## src/rtl/rx_err_fifo_pkg.sv

```systemverilog
package rx_err_fifo_pkg;
  typedef struct packed {
    logic par;
    logic frm;
    logic brk;
  } err_t;
  localparam int unsigned ERR_W = $bits(err_t);
endpackage

```

## src/rtl/rx_err_fifo_store.sv

```systemverilog
module rx_err_fifo_store #(
  parameter int unsigned W     = 11,
  parameter int unsigned DEPTH = 3,
  localparam int unsigned PTR_W = (DEPTH > 1) ? $clog2(DEPTH) : 1,
  localparam int unsigned CNT_W = $clog2(DEPTH + 1)
) (
  input  logic             clk_i,
  input  logic             rst_ni,
  input  logic             push_i,
  input  logic [W-1:0]     push_data_i,
  input  logic             pop_i,
  output logic [W-1:0]     head_o,
  output logic [CNT_W-1:0] count_o
);
  logic [W-1:0]     mem_q [DEPTH];
  logic [PTR_W-1:0] rd_ptr_q, wr_ptr_q;
  logic [CNT_W-1:0] count_q;

  function automatic logic [PTR_W-1:0] inc(input logic [PTR_W-1:0] p);
    return (p == PTR_W'(DEPTH - 1)) ? '0 : p + 1'b1;
  endfunction

  always_ff @(posedge clk_i or negedge rst_ni) begin
    if (!rst_ni) begin
      rd_ptr_q <= '0;
      wr_ptr_q <= '0;
      count_q  <= '0;
    end else begin
      if (push_i) wr_ptr_q <= inc(wr_ptr_q);
      if (pop_i)  rd_ptr_q <= inc(rd_ptr_q);
      count_q <= count_q + CNT_W'(push_i) - CNT_W'(pop_i);
    end
  end

  for (genvar g = 0; g < DEPTH; g++) begin : g_slot
    always_ff @(posedge clk_i or negedge rst_ni) begin
      if (!rst_ni)                                     mem_q[g] <= '0;
      else if (push_i && wr_ptr_q == PTR_W'(g))        mem_q[g] <= push_data_i;
    end
  end

  assign head_o  = mem_q[rd_ptr_q];
  assign count_o = count_q;
endmodule

```

## src/rtl/rx_err_fifo_hold.sv

```systemverilog
module rx_err_fifo_hold #(
  parameter int unsigned W = 11
) (
  input  logic         clk_i,
  input  logic         rst_ni,
  input  logic         char_valid_i,
  input  logic [W-1:0] char_i,
  input  logic         start_det_i,
  input  logic         full_i,
  input  logic         pop_i,
  input  logic         clr_i,
  output logic         push_o,
  output logic [W-1:0] push_data_o,
  output logic         hold_valid_o,
  output logic         ovr_o
);
  logic         hold_valid_q, ovr_q;
  logic [W-1:0] hold_q;
  logic         from_hold, from_in, park, kill;

  assign from_hold = hold_valid_q & pop_i;
  assign from_in   = char_valid_i & ~from_hold & (~full_i | pop_i);
  assign park      = char_valid_i & ~from_in;
  // start of a new character reuses the shift stage
  assign kill      = start_det_i & hold_valid_q & ~pop_i;

  assign push_o      = from_hold | from_in;
  assign push_data_o = from_hold ? hold_q : char_i;

  always_ff @(posedge clk_i or negedge rst_ni) begin
    if (!rst_ni) begin
      hold_valid_q <= 1'b0;
      hold_q       <= '0;
      ovr_q        <= 1'b0;
    end else begin
      hold_valid_q <= park | (hold_valid_q & ~from_hold & ~kill);
      if (park) hold_q <= char_i;
      ovr_q <= kill | (ovr_q & ~clr_i);
    end
  end

  assign hold_valid_o = hold_valid_q;
  assign ovr_o        = ovr_q;
endmodule

```

## src/rtl/rx_err_fifo_stat.sv

```systemverilog
module rx_err_fifo_stat
  import rx_err_fifo_pkg::*;
(
  input  logic clk_i,
  input  logic rst_ni,
  input  logic block_mode_i,
  input  logic clr_i,
  input  logic pop_i,
  input  logic empty_i,
  input  err_t head_err_i,
  output err_t stat_o
);
  err_t acc_q, head_vis;

  assign head_vis = empty_i ? err_t'('0) : head_err_i;

  always_ff @(posedge clk_i or negedge rst_ni) begin
    if (!rst_ni) acc_q <= '0;
    else         acc_q <= (clr_i ? err_t'('0) : acc_q) | (pop_i ? head_err_i : err_t'('0));
  end

  assign stat_o = block_mode_i ? (acc_q | head_vis) : head_vis;
endmodule

```

## src/rtl/rx_err_fifo.sv

```systemverilog
module rx_err_fifo
  import rx_err_fifo_pkg::*;
#(
  parameter int unsigned DATA_W = 8,
  parameter int unsigned DEPTH  = 3
) (
  input  logic              clk_i,
  input  logic              rst_ni,
  input  logic              char_valid_i,
  input  logic [DATA_W-1:0] char_data_i,
  input  logic              par_err_i,
  input  logic              frm_err_i,
  input  logic              brk_i,
  input  logic              start_det_i,
  input  logic              rd_i,
  input  logic              block_mode_i,
  input  logic              clr_err_i,
  output logic [DATA_W-1:0] rd_data_o,
  output logic              stat_par_o,
  output logic              stat_frm_o,
  output logic              stat_brk_o,
  output logic              ready_o,
  output logic              full_o,
  output logic              ovr_o
);
  localparam int unsigned W     = DATA_W + ERR_W;
  localparam int unsigned CNT_W = $clog2(DEPTH + 1);

  logic [W-1:0]     in_ent, push_ent, head_ent;
  logic [CNT_W-1:0] count;
  logic             push, pop, empty, full, hold_valid;
  err_t             stat;

  assign in_ent = {char_data_i, par_err_i, frm_err_i, brk_i};
  assign empty  = (count == '0);
  assign full   = (count == CNT_W'(DEPTH));
  assign pop    = rd_i & ~empty;

  rx_err_fifo_hold #(.W(W)) u_hold (
    .clk_i, .rst_ni,
    .char_valid_i, .char_i(in_ent), .start_det_i,
    .full_i(full), .pop_i(pop), .clr_i(clr_err_i),
    .push_o(push), .push_data_o(push_ent),
    .hold_valid_o(hold_valid), .ovr_o
  );

  rx_err_fifo_store #(.W(W), .DEPTH(DEPTH)) u_store (
    .clk_i, .rst_ni,
    .push_i(push), .push_data_i(push_ent), .pop_i(pop),
    .head_o(head_ent), .count_o(count)
  );

  rx_err_fifo_stat u_stat (
    .clk_i, .rst_ni,
    .block_mode_i, .clr_i(clr_err_i), .pop_i(pop), .empty_i(empty),
    .head_err_i(err_t'(head_ent[ERR_W-1:0])), .stat_o(stat)
  );

  assign rd_data_o  = empty ? '0 : head_ent[W-1:ERR_W];
  assign stat_par_o = stat.par;
  assign stat_frm_o = stat.frm;
  assign stat_brk_o = stat.brk;
  assign ready_o    = ~empty;
  assign full_o     = full;
endmodule

```

## config.mk

```make
export PLATFORM = sky130hd
export DESIGN_NAME = rx_err_fifo
export DESIGN_NICKNAME = d
export VERILOG_FILES = /design/src/rtl/rx_err_fifo_pkg.sv /design/src/rtl/rx_err_fifo_store.sv /design/src/rtl/rx_err_fifo_hold.sv /design/src/rtl/rx_err_fifo_stat.sv /design/src/rtl/rx_err_fifo.sv
export SDC_FILE = /design/constraint.sdc
export NUM_CORES = 1
export LEC_CHECK = 0
export BUFFER_PORTS_ARGS = -buffer_cell sky130_fd_sc_hd__buf_4
export CORE_MARGIN = 2
export CORE_UTILIZATION = 55
export DETAILED_ROUTE_END_ITERATION = 8
export HOLD_SLACK_MARGIN = 0.02
export PLACE_DENSITY = 0.81
export SLEW_MARGIN = 0
export SYNTH_ARGS = -nofsm -noshare
export SYNTH_HDL_FRONTEND = slang
export SYNTH_SLANG_ARGS = --single-unit
```

## constraint.sdc

```tcl
create_clock -name clk_i -period 2.29 [get_ports clk_i]
set_clock_uncertainty 0.2 [all_clocks]
set_input_delay 0.5725 -clock clk_i [delete_from_list [all_inputs] [get_ports clk_i]]
set_output_delay 0.5725 -clock clk_i [all_outputs]
set_load 0.03 [all_outputs]
```

==> flow_metrics.py <==
metrics = {
    "min_path": {
        "hold_path.class": "in -> async",
    },
    "floorplanning": {
        "initial_utilization_pct": 56.8,
        "core-area_sq_um": 4720,
        "rows": 25,
        "die-area_sq_um": 5460,
        "ios": 32,
        "die_x_microns": 73.9,
        "chipHeight_microns": 73.9,
    },
    "power": {
        "p_comb_share_pct": 49.0,
        "power_frac_seq_pct": 38.2,
        "leakage_nw": 1.56,
        "irDropWorstVdd_v": 0.000720,
        "power_density_nw_per_um2": 1450,
        "netSwitchingFraction_pct": 40.6,
        "power_frac_clock_pct": 12.8,
        "internal_power_mw": 2.66,
        "switching_power_mw": 1.82,
    },
    "sta": {
        "hold_ws_ns": 0.103,
        "fin_crit_ns": 2.31,
        "hold_viol_final": 0,
        "rsz0062_at_grt": "yes",
        "fmax_ghz": 0.433,
        "tightest_slew_ns": 0.683,
        "timing_max_transition_violations_final": 0,
        "relSlewSlack_pct": 54.5,
        "setup_viol": 1,
        "timing.final.crit_share_pct": 101,
        "setup_ws_ns": -0.0177,
    },
    "global_routing": {
        "grt_pass1_wl_microns": 8580,
        "grt_overflow": 0,
        "track_usage_pct": 21.1,
        "grt_max_degree": 56,
        "grt_pass1_vias": 1788,
        "antenna_found_initial": 0,
    },
    "setup_path": {
        "rr_worst_depth": 7,
        "cp_max_fo": 6,
        "end_kind": "output pin",
        "ff2ff_setup_slack_ns": 0.24,
        "startpoint": "u_store.rd_ptr_q[0]$_DFFE_PN0N_",
        "critPathKind": "reg -> out",
        "crit_arrival_ns": 1.54,
        "cp.required_ns": 1.52,
        "startpoint_type": "flip-flop",
        "r2r_start": "u_store.count_o[1]$_DFF_PN0_",
        "worstReg2RegEnd": "u_store.count_o[1]$_DFF_PN0_",
    },
    "cts": {
        "cts.sinks": 55,
        "cts_buffers": 5,
        "cts_buffer_depth": 2,
        "worst_skew_pair.late_latency_ns": 0.30,
        "clkTransAtPathRegs_ns": 0.09,
        "h-tree-depth": 2,
        "cts_tree": "built",
        "cts-root-buf": "clkbuf_8",
    },
    "detailed_routing": {
        "routed_wl_microns": 5080,
        "drt_first_pass_iters": 4,
        "postRouteAntennaNets": 0,
        "drcViolationCount": 0,
        "vias": 1863,
        "vias_per_cell": 5.22,
        "drt-initial-drc-count": 117,
        "wl_per_cell_microns": 14.2,
    },
    "logic_synthesis": {
        "synth_enable_flop_cells": 0,
        "async_reset_ff_share_pct": 100,
        "synthAdderAreaFrac_pct": 0.932,
        "ys.flop_type": "dfrtp_1",
        "synth_nets": 274,
        "synth_commonest_cells": "dfrtp_1 (55), nand2_1 (43), mux2i_1 (23), nor2_1 (21), o21ai_1 (18)",
        "synth-seq-cells": 55,
        "synth.most_common_cell": "dfrtp_1",
        "syn_area_per_cell_sq_um": 10.6,
        "yosysSeqAreaShare_pct": 51.3,
        "synth_top_family_by_area": "compound AO/OA/AOI/OAI gates",
        "yosys.area.top_type_share_pct": 51.3,
        "synthMuxAreaShare_pct": 14.4,
        "syn_inst": 254,
        "synth_area_sq_um": 2690,
        "yosys.area_share.simple_pct": 11.0,
        "synth_xor_area_share_pct": 0.652,
        "ys_types": 29,
        "synth_top_area_cell": "dfrtp_1",
        "yosys-top-cells-area": "dfrtp_1 (51%), mux2i_1 (8.6%), nand2_1 (6.0%)",
        "synth-warning-count": 0,
        "synth-compound-area-share_pct": 15.0,
    },
    "finish": {
        "final_nets": 309,
        "diodes": 0,
        "nFillCells": 372,
        "syn2layout_area_growth_pct": 15.0,
        "drive_above_1_share_pct": 29.0,
        "fin_util_pct": 65.4,
    },
    "status": {
        "violations": "setup timing",
        "status": "finished with violations",
    },
    "placement": {
        "gp_congestion": 0.745,
        "dp_hpwl_microns": 3500,
        "dp_slack_ns": 0.190,
        "io_buffers": 31,
    },
    "flow_run": {
        "cap_violations": 0,
    },
}
==> timing repair <==
action	CTS	global route
hold buffers	0	0
buffers inserted	2	0
endpoints found under the setup margin	11	11
gates resized for setup	5	1
pin swaps	2	1
==> layer usage <==
layer	wire (microns)	global-route usage [%]	vias to the layer above	part of all wire [%]
met5	0	0	-	0
met1	2410	28.2	900	47
met2	2460	33.5	28	48
met4	63	6.06	0	1.2
li1	-	-	928	-
met3	154	6.31	7	3.0
==> worst max path at each step <==
stage	to	depth (start not counted)
3_5_place_dp	u_store.count_o[1]$_DFF_PN0_	8
4_1_cts	stat_brk_o	6
3_3_place_gp	u_store.count_o[1]$_DFF_PN0_	8
5_1_grt	rd_data_o[6]	6
6_report	rd_data_o[6]	6
2_1_floorplan	stat_par_o	5
==> layout by cell type (no fill, tap or decap), types with 3 or more instances in the layout <==
master	Yosys	routed
o221ai_2	3	3
mux2_4	9	9
mux2i_1	23	23
o22ai_1	4	4
o21ai_0	13	11
buf_4	1	41
clkbuf_8	0	7
dfrtp_1	55	54
inv_1	9	9
nand2_1	43	43
nor2_1	21	21
o21ai_1	18	20
a21oi_1	11	9
o21ai_2	10	10
==> sequential cells by signal, indices dropped and copies added, names as in the netlist <==
name	flops
u_hold.hold_q	11
u_store.mem_q	33
u_stat.acc_q	3
u_store.wr_ptr_q	2
u_hold.ovr_o	1
u_hold.hold_valid_o	1
u_store.rd_ptr_q	2
u_store.count_o	2
==> final cells by class <==
type	count	area (sq um)	share of cell area (%)
sequential	55	1380	44.6
inverter	10	37.5	1.22
tap	67	83.8	2.71
multi-input combinational	173	1140	36.9
timing repair buffer	44	350	11.3
clock buffer	8	100	3.24
==> power groups by stage <==
stage,logic (mW),clock network [mW],registers [mW]
floorplan,1.66,0,1.61
global route,2.40,0.630,1.76
global placement,2.10,0,1.70
CTS,2.20,0.580,1.70
finish,2.19,0.575,1.71
detailed placement,2.15,0,1.72
==> through the flow <==
stage / area (sq um) / power [mW] / instances / TNS [ns]
4_1_cts: 3080 / 4.49 / 357 / -0.0247
2_1_floorplan: 2690 / 3.28 / 254 / 0
3_5_place_dp: 2950 / 3.87 / 347 / 0
3_3_place_gp: 2950 / 3.80 / 347 / 0
5_1_grt: 3090 / 4.79 / 357 / -1.05
6_report: 3090 / 4.48 / 357 / -0.0177
==> worst max-delay path, stage by stage (launching register included) <==
cell and delay [ns]:
dfrtp_2 0.46, buf_6 0.16, mux2i_1 0.11, nor2_1 0.09, a21oi_1 0.05, nor2_1 0.16
buf_4 0.19
==> logic make-up after synthesis <==
logic type	count (synthesis)
compound gates	62
fa+ha+maj	2
flops	55
buf+inv	26
simple gates	73
xor+xnor	2
mux	34
No activity file was read; power rests on OpenSTA's default activity.
